$ cat config.mk
export PLATFORM = sky130hd
export DESIGN_NAME = nib_ind_port
export DESIGN_NICKNAME = d
export VERILOG_FILES = /design/src/rtl/nip_pkg.sv /design/src/rtl/nip_sync.sv /design/src/rtl/nip_regs.sv /design/src/rtl/nip_rdmux.sv /design/src/rtl/nib_ind_port.sv
export SDC_FILE = /design/constraint.sdc
export NUM_CORES = 1
export LEC_CHECK = 0
export BUFFER_PORTS_ARGS = -buffer_cell sky130_fd_sc_hd__buf_2
export CAP_MARGIN = 20
export CORE_AREA = 2 2 56 58
export DETAILED_ROUTE_END_ITERATION = 10
export DIE_AREA = 0 0 58 60
export GPL_TIMING_DRIVEN = 0
export PLACE_DENSITY = 0.9
export REMOVE_ABC_BUFFERS = 1
export SYNTH_ARGS = -nofsm -noshare
export SYNTH_HDL_FRONTEND = slang
export SYNTH_HIERARCHICAL = 1
export SYNTH_SLANG_ARGS = --single-unit
$ cat constraint.sdc
create_clock -name clk -period 4.35 [get_ports clk]
set_clock_uncertainty 0.2 [all_clocks]
set_input_delay 1.0875 -clock clk [delete_from_list [all_inputs] [get_ports clk]]
set_output_delay 1.0875 -clock clk [all_outputs]
set_load 0.01 [all_outputs]
$ cat src/rtl/nip_pkg.sv
package nip_pkg;

    // Width of the indirect pointer held in the direct word.
    localparam int PTR_W = 3;

    // Pointer codes for the indirect window. The codes are decoded by
    // host software, so their values are fixed.
    typedef enum logic [PTR_W-1:0] {
        SEL_LOWV  = 3'd0,
        SEL_OPEN  = 3'd1,
        SEL_OVLD  = 3'd2,
        SEL_SWST  = 3'd3,
        SEL_RSV4  = 3'd4,
        SEL_RSV5  = 3'd5,
        SEL_LINE  = 3'd6,
        SEL_THERM = 3'd7
    } grp_sel_e;

endpackage

$ cat src/rtl/nip_sync.sv
module nip_sync #(
    parameter int             W       = 1,
    parameter int             STAGES  = 2,
    parameter logic [W-1:0]   RST_VAL = '0
) (
    input  logic         clk,
    input  logic         rst,
    input  logic [W-1:0] d,
    output logic [W-1:0] q
);

    logic [STAGES-1:0][W-1:0] stg_q;

    always_ff @(posedge clk) begin
        if (rst) begin
            stg_q <= {STAGES{RST_VAL}};
        end else begin
            stg_q[0] <= d;
            for (int i = 1; i < STAGES; i++) begin
                stg_q[i] <= stg_q[i-1];
            end
        end
    end

    assign q = stg_q[STAGES-1];

endmodule

$ cat src/rtl/nip_regs.sv
module nip_regs
    import nip_pkg::*;
#(
    parameter int NL = 4
) (
    input  logic             clk,
    input  logic             rst,
    input  logic             cs_s,
    input  logic             rd_s,
    input  logic             wr_s,
    input  logic             ale_s,
    input  logic             a0_s,
    input  logic [NL-1:0]    dat_s,
    output logic [PTR_W-1:0] ptr_o,
    output logic             irq_en_o,
    output logic [NL-1:0]    ler_o,
    output logic             addr_eff_o,
    output logic             addr_q_o
);

    localparam int FLAG_BIT = NL - 1;

    typedef struct packed {
        logic             addr;
        logic [PTR_W-1:0] ptr;
        logic             irq_en;
        logic [NL-1:0]    ler;
        logic             pend;
        logic             padr;
        logic [NL-1:0]    pdat;
    } st_t;

    st_t  st_d, st_q;
    logic addr_eff;
    logic wr_now;

    always_comb begin
        st_d     = st_q;
        addr_eff = ale_s ? a0_s : st_q.addr;
        wr_now   = !cs_s && !wr_s && rd_s;

        // Transparent address latch, frozen while ale is low.
        if (ale_s) begin
            st_d.addr = a0_s;
        end

        // Commit the staged write once the access has ended.
        if (st_q.pend && !wr_now) begin
            if (st_q.padr) begin
                st_d.ler = st_q.pdat;
            end else begin
                st_d.ptr    = st_q.pdat[PTR_W-1:0];
                st_d.irq_en = st_q.pdat[FLAG_BIT];
            end
        end

        // Stage the address and data while the write is active.
        st_d.pend = wr_now;
        if (wr_now) begin
            st_d.padr = addr_eff;
            st_d.pdat = dat_s;
        end
    end

    always_ff @(posedge clk) begin
        if (rst) begin
            st_q <= '0;
        end else begin
            st_q <= st_d;
        end
    end

    assign ptr_o      = st_q.ptr;
    assign irq_en_o   = st_q.irq_en;
    assign ler_o      = st_q.ler;
    assign addr_eff_o = addr_eff;
    assign addr_q_o   = st_q.addr;

endmodule

$ cat src/rtl/nip_rdmux.sv
module nip_rdmux
    import nip_pkg::*;
#(
    parameter int NL = 4
) (
    input  logic             cs_s,
    input  logic             rd_s,
    input  logic             wr_s,
    input  logic             addr_eff,
    input  logic [PTR_W-1:0] ptr,
    input  logic             hot,
    input  logic [NL-1:0]    lowv,
    input  logic [NL-1:0]    open_l,
    input  logic [NL-1:0]    ovld,
    input  logic [NL-1:0]    swon,
    input  logic [NL-1:0]    therm,
    input  logic [NL-1:0]    ler,
    output logic [NL-1:0]    dat_o,
    output logic             dat_oe
);

    logic          rd_go;
    logic [NL-1:0] dir_w;
    logic [NL-1:0] ind_w;

    always_comb begin
        rd_go = !cs_s && !rd_s && wr_s;

        dir_w              = '0;
        dir_w[PTR_W-1:0]   = ptr;
        dir_w[NL-1]        = hot;

        case (grp_sel_e'(ptr))
            SEL_LOWV:  ind_w = lowv;
            SEL_OPEN:  ind_w = open_l;
            SEL_OVLD:  ind_w = ovld;
            SEL_SWST:  ind_w = swon;
            SEL_LINE:  ind_w = ler;
            SEL_THERM: ind_w = therm;
            default:   ind_w = '0;
        endcase

        dat_oe = rd_go;
        dat_o  = rd_go ? (addr_eff ? ind_w : dir_w) : '0;
    end

endmodule

$ cat src/rtl/nib_ind_port.sv
module nib_ind_port
    import nip_pkg::*;
#(
    parameter int NLINES      = 4,
    parameter int SYNC_STAGES = 2
) (
    input  logic              clk,
    input  logic              rst,
    input  logic              cs_n,
    input  logic              rd_n,
    input  logic              wr_n,
    input  logic              ale,
    input  logic              a0,
    input  logic [NLINES-1:0] dat_i,
    output logic [NLINES-1:0] dat_o,
    output logic              dat_oe,
    input  logic [NLINES-1:0] lowv_i,
    input  logic [NLINES-1:0] open_i,
    input  logic [NLINES-1:0] ovld_i,
    input  logic [NLINES-1:0] swon_i,
    input  logic [NLINES-1:0] therm_i,
    input  logic              hot_i,
    output logic [NLINES-1:0] line_en_o,
    output logic              irq_en_o
);

    localparam int                 SW      = 5 + NLINES;
    localparam logic [SW-1:0]      PIN_IDL = {3'b111, 2'b00, {NLINES{1'b0}}};

    logic [SW-1:0]      pin_raw, pin_s;
    logic               cs_s, rd_s, wr_s, ale_s, a0_s;
    logic [NLINES-1:0]  dat_s;
    logic [PTR_W-1:0]   ptr;
    logic [NLINES-1:0]  ler;
    logic               addr_eff;
    logic               addr_q;

    assign pin_raw = {cs_n, rd_n, wr_n, ale, a0, dat_i};
    assign {cs_s, rd_s, wr_s, ale_s, a0_s, dat_s} = pin_s;

    nip_sync #(
        .W       (SW),
        .STAGES  (SYNC_STAGES),
        .RST_VAL (PIN_IDL)
    ) u_sync (
        .clk (clk),
        .rst (rst),
        .d   (pin_raw),
        .q   (pin_s)
    );

    nip_regs #(.NL(NLINES)) u_regs (
        .clk        (clk),
        .rst        (rst),
        .cs_s       (cs_s),
        .rd_s       (rd_s),
        .wr_s       (wr_s),
        .ale_s      (ale_s),
        .a0_s       (a0_s),
        .dat_s      (dat_s),
        .ptr_o      (ptr),
        .irq_en_o   (irq_en_o),
        .ler_o      (ler),
        .addr_eff_o (addr_eff),
        .addr_q_o   (addr_q)
    );

    nip_rdmux #(.NL(NLINES)) u_rdmux (
        .cs_s     (cs_s),
        .rd_s     (rd_s),
        .wr_s     (wr_s),
        .addr_eff (addr_eff),
        .ptr      (ptr),
        .hot      (hot_i),
        .lowv     (lowv_i),
        .open_l   (open_i),
        .ovld     (ovld_i),
        .swon     (swon_i),
        .therm    (therm_i),
        .ler      (ler),
        .dat_o    (dat_o),
        .dat_oe   (dat_oe)
    );

    assign line_en_o = ler;

endmodule

-- Yosys cells after proc, flatten, opt, wreduce, memory -nomap -nowiden
Cells that the tools add are included.
- output and inout bits: 10
- register bits: 33
- logic and storage cells: 31
- input port bits: 32
- eq/ne operators: 5
- reduce and logical (&&, ||, !) cells: 12
- bitwise operators: 1
- mux-type cells: 4
- operators by type and width (cell ; number):
    $pmux W4 S6 ; 1
    $mux W4 ; 2
    $eq A3 B2 Y1 const B ; 2
    $eq A3 B3 Y1 const B ; 2
    $logic_and A1 B1 Y1 ; 5
    $logic_not A1 Y1 ; 4
    $reduce_and A2 Y1 ; 2
    $eq A3 B1 Y1 const B ; 1
    $logic_not A3 Y1 ; 1
    $mux W1 ; 1
    $not A1 Y1 ; 1

-- Longest topological paths before layout
- word-level depth: 6
- gate-level depth with buffers: 7
- mapped depth without buffers: 5

-- By module
The synthesis kept the hierarchy.
- modules (own cells, without submodules) (module ; area an instance (um2) ; sequential area each (um2) ; times used ; cells an instance):
    nip_regs ; 659.4 ; 300.3 ; 1 ; 73
    nip_sync ; 561.8 ; 360.3 ; 1 ; 46
    nip_rdmux ; 304.0 ; 0.0 ; 1 ; 40

-- Worst setup path before layout
OpenSTA, ideal clock, no wires.
- path type: input-to-output
- start: input swon_i[3]
- end: output dat_o[3]
- arrival: 1810 ps
- slack: 1253 ps
- cell stages on the path: 3
- data required time: 3062 ps
- buffers on the path: 0
- cells stage by stage: mux4_1 > a21oi_1 > nor3_2
- word-level cells in the longest chain between the ends: 3
- ends and longest elaborated chain (element ; RTL line ; text):
    from (decl) ; nib_ind_port.sv:20 ; input logic [NLINES-1:0] swon_i,
    $pmux W4 S6 ; nip_rdmux.sv:33 ; case (grp_sel_e'(ptr))
    $mux W4 (2 in series) ; nip_rdmux.sv:44 ; dat_o = rd_go ? (addr_eff ? ind_w : dir_w) : '0;
    to (decl) ; nib_ind_port.sv:15 ; output logic [NLINES-1:0] dat_o,
Every way passes these cells.

-- Worst setup path in the final report
Ends and elaborated chain as after synthesis.

==> results.json <==
{
  "cts_setup_buffers": 0,
  "crit_buf_inv": 2,
  "tightest_slew_ns": 0.557,
  "cpMostUsedCell": "buf_2",
  "drcViolationCount": 0,
  "grt_pass1_wl_um": 3790,
  "clock_latency_ns": 0.32,
  "drtPass1Iterations": 6,
  "yosysMostFrequentCell": "dfxtp_1",
  "netlist_area_sq_um": 1530,
  "overflow": 0,
  "critPathRequiredTime_ns": 3.06,
  "synthTopCellsByArea": "dfxtp_1 (43%), buf_4 (7.9%), mux2i_1 (7.2%)",
  "cpPeakStageDelay_ns": 0.49,
  "grt_antenna_before_repair": 0,
  "holdCritPathClass": "register to register",
  "drtIter0Drc": 37,
  "synth_commonest_cells": "dfxtp_1 (33), buf_4 (16), o21ai_0 (13), mux2i_1 (11), nand2_1 (11)",
  "wl_per_cell_um": 11.4,
  "internal_power_w": 0.000404,
  "cts-root-buf": "clkbuf_4",
  "postCtsHoldBufs": 0,
  "viasPerCell": 5.05,
  "nNetsFinal": 214,
  "ys_ff_latch": 33,
  "power_frac_comb_pct": 6.0,
  "core_area_sq_um": 2900,
  "slowest_stage": "mux4_1",
  "clk_path_buf_depth": 2,
  "cts_sinks": 33,
  "min_period_ns": 3.37,
  "async_flop_share_pct": 0,
  "die_w_um": 58,
  "drv_cap": 0,
  "max_clock_freq_ghz": 0.296,
  "pre_cts_ws_ns": 0.967,
  "cts_resized": 0,
  "grt_max_degree": 38,
  "ir_drop_mv": 0.219,
  "fin_crit_sh_pct": 77.6,
  "dieArea_sq_um": 3480,
  "cp-start-kind": "input pin",
  "grt_pass1_vias": 927,
  "portBuffers": 41,
  "yosysTopAreaCell": "dfxtp_1",
  "p_per_area_nw_per_um2": 308,
  "yosysUniqueCellTypes": 30,
  "layout-area-overhead-vs-synth_pct": 7.96,
  "drv_slew": 0,
  "clock_power_share_pct": 32.5,
  "netlist_instances": 159,
  "clk_pin_slew_ns": 0.08,
  "placed_cell_area_sq_um": 1590,
  "seqCellArea_sq_um": 661,
  "status": "finished clean",
  "cts_buffers": 5,
  "slew_headroom_pct": 62.8,
  "final.setup.tns_ns": 0,
  "synth_top_area_share_pct": 43.3,
  "syn_avg_cell_area_sq_um": 9.59,
  "vias": 1085,
  "power_leakage_nw": 0.662,
  "p_seq_share_pct": 61.5,
  "path_max_fanout": 1,
  "crit_arrival_ns": 2.09,
  "initial_core_util_pct": 52.5,
  "grtUsageTotal_pct": 14.6,
  "crit_family": "multiplexers",
  "layout_setup_ws_ns": 0.976,
  "yosysSeqAreaShare_pct": 43.3,
  "antenna_cells": 0,
  "fp.dieH_um": 60,
  "crit_chain": "buf_2, mux4_1, a21oi_1, nor3_2, buf_2",
  "holdWs_ns": 0.208,
  "yosysWarnings": 6,
  "ioPinCount": 42,
  "cts_max_level": 2,
  "finalSetupViolations": 0,
  "drive_gt1_share_pct": 28.6,
  "synth_edf_count": 0,
  "ant_nets": 0,
  "rsz0062_at_grt": "no",
  "final_hold_viol_count": 0,
  "dp_hpwl_um": 1780,
  "gp_congestion": 0.700,
  "fillers": 278,
  "multiInputGateArea_sq_um": 677,
  "fin_area_sq_um": 1650,
  "swShare_pct": 20.3,
  "synth_ff_type": "dfxtp_1",
  "num_rows": 20,
  "crit_type": "input pin to primary output",
  "p_total_w": 0.000508,
  "setup.worst_path.end_class": "primary output",
  "routed_wl_um": 2450,
  "tritoncts": "built",
  "power.switching_w": 0.000103
}
-- placed cells by master, fill, tap and decap left out, drive strengths merged --
master  instances
nand2          11
inv             2
nor2            6
and3            1
nand3           1
dfxtp          33
o21ai          15
nor3            2
nand3b          2
clkbuf          7
or2             6
nor3b           2
mux4            2
or3b            1
o211ai          1
a21boi          1
nor2b           9
nand4b          1
o31ai           1
nand2b         10
a211oi          1
buf            41
and2b           8
a21oi           7
mux2i          11
-- cells by family after synthesis --
family / synth area share [%]
muxes: 10.7
AOI/OAI and AO/OA: 9.84
buffers and inverters: 12.3
DFF: 43.3
and+or+nand+nor: 23.9
-- flip-flops by register name (all words and copies together), names as in the netlist --
name and count:
u_sync/q 9, u_sync/stg_q 9, u_regs/st_q 6, u_regs/ler_o 4, u_regs/ptr_o 3, u_regs/addr_q_o 1
u_regs/irq_en_o 1
-- area by class of cell --
| type | instances | area share, % |
|---|---|---|
| multi-input cells | 99 | 41.1 |
| well taps | 33 | 2.51 |
| repair buffers | 41 | 12.5 |
| clock buffers | 7 | 3.34 |
| flip-flops and latches | 33 | 40.1 |
| inverters | 2 | 0.456 |
-- power by group through the flow --
stage | logic [W] | registers (W) | clock network (W)
floorplan | 0.0000122 | 0.000319 | 0
global placement | 0.0000290 | 0.000319 | 0
detailed placement | 0.0000304 | 0.000319 | 0
CTS | 0.0000308 | 0.000312 | 0.000171
global route | 0.0000337 | 0.000313 | 0.000183
finish | 0.0000305 | 0.000312 | 0.000165
-- metrics by stage --
step | cells | util (%)
after floorplan | 134 | -
after global placement | 208 | 54.8
after CTS | 215 | 56.7
after detailed placement | 208 | 54.8
after global routing | 215 | 56.7
final | 215 | 56.7
-- worst paths after layout --
path / start / endpoint / slack (ns) / depth (start not counted)
max: swon_i[3] / dat_o[3] / 0.98 / 5
min: u_sync/stg_q[6]$_SDFF_PP1_ / u_sync/q[6]$_SDFF_PP1_ / 0.21 / 1
max reg2reg: u_sync/q[6]$_SDFF_PP1_ / u_regs/ler_o[0]$_SDFFE_PP0P_ / 2.86 / 3
min reg2reg: u_sync/stg_q[6]$_SDFF_PP1_ / u_sync/q[6]$_SDFF_PP1_ / 0.21 / 1
-- routing by layer --
metal / track usage [%] / up-vias / share of wire, %
met5: 0 / - / 0
met1: 13.7 / 474 / 39
li1: - / 557 / -
met3: 7.14 / 2 / 12
met4: 4.98 / 0 / 0.61
met2: 27.6 / 52 / 48
-- worst register-to-register path: cells and delay by family (launching register included) --
family	cells	cell delay (ns)
muxes	1	0.11
and+or+nand+nor	2	0.74
DFF	1	0.33
Note: power is estimated with default switching activity, not from simulation.
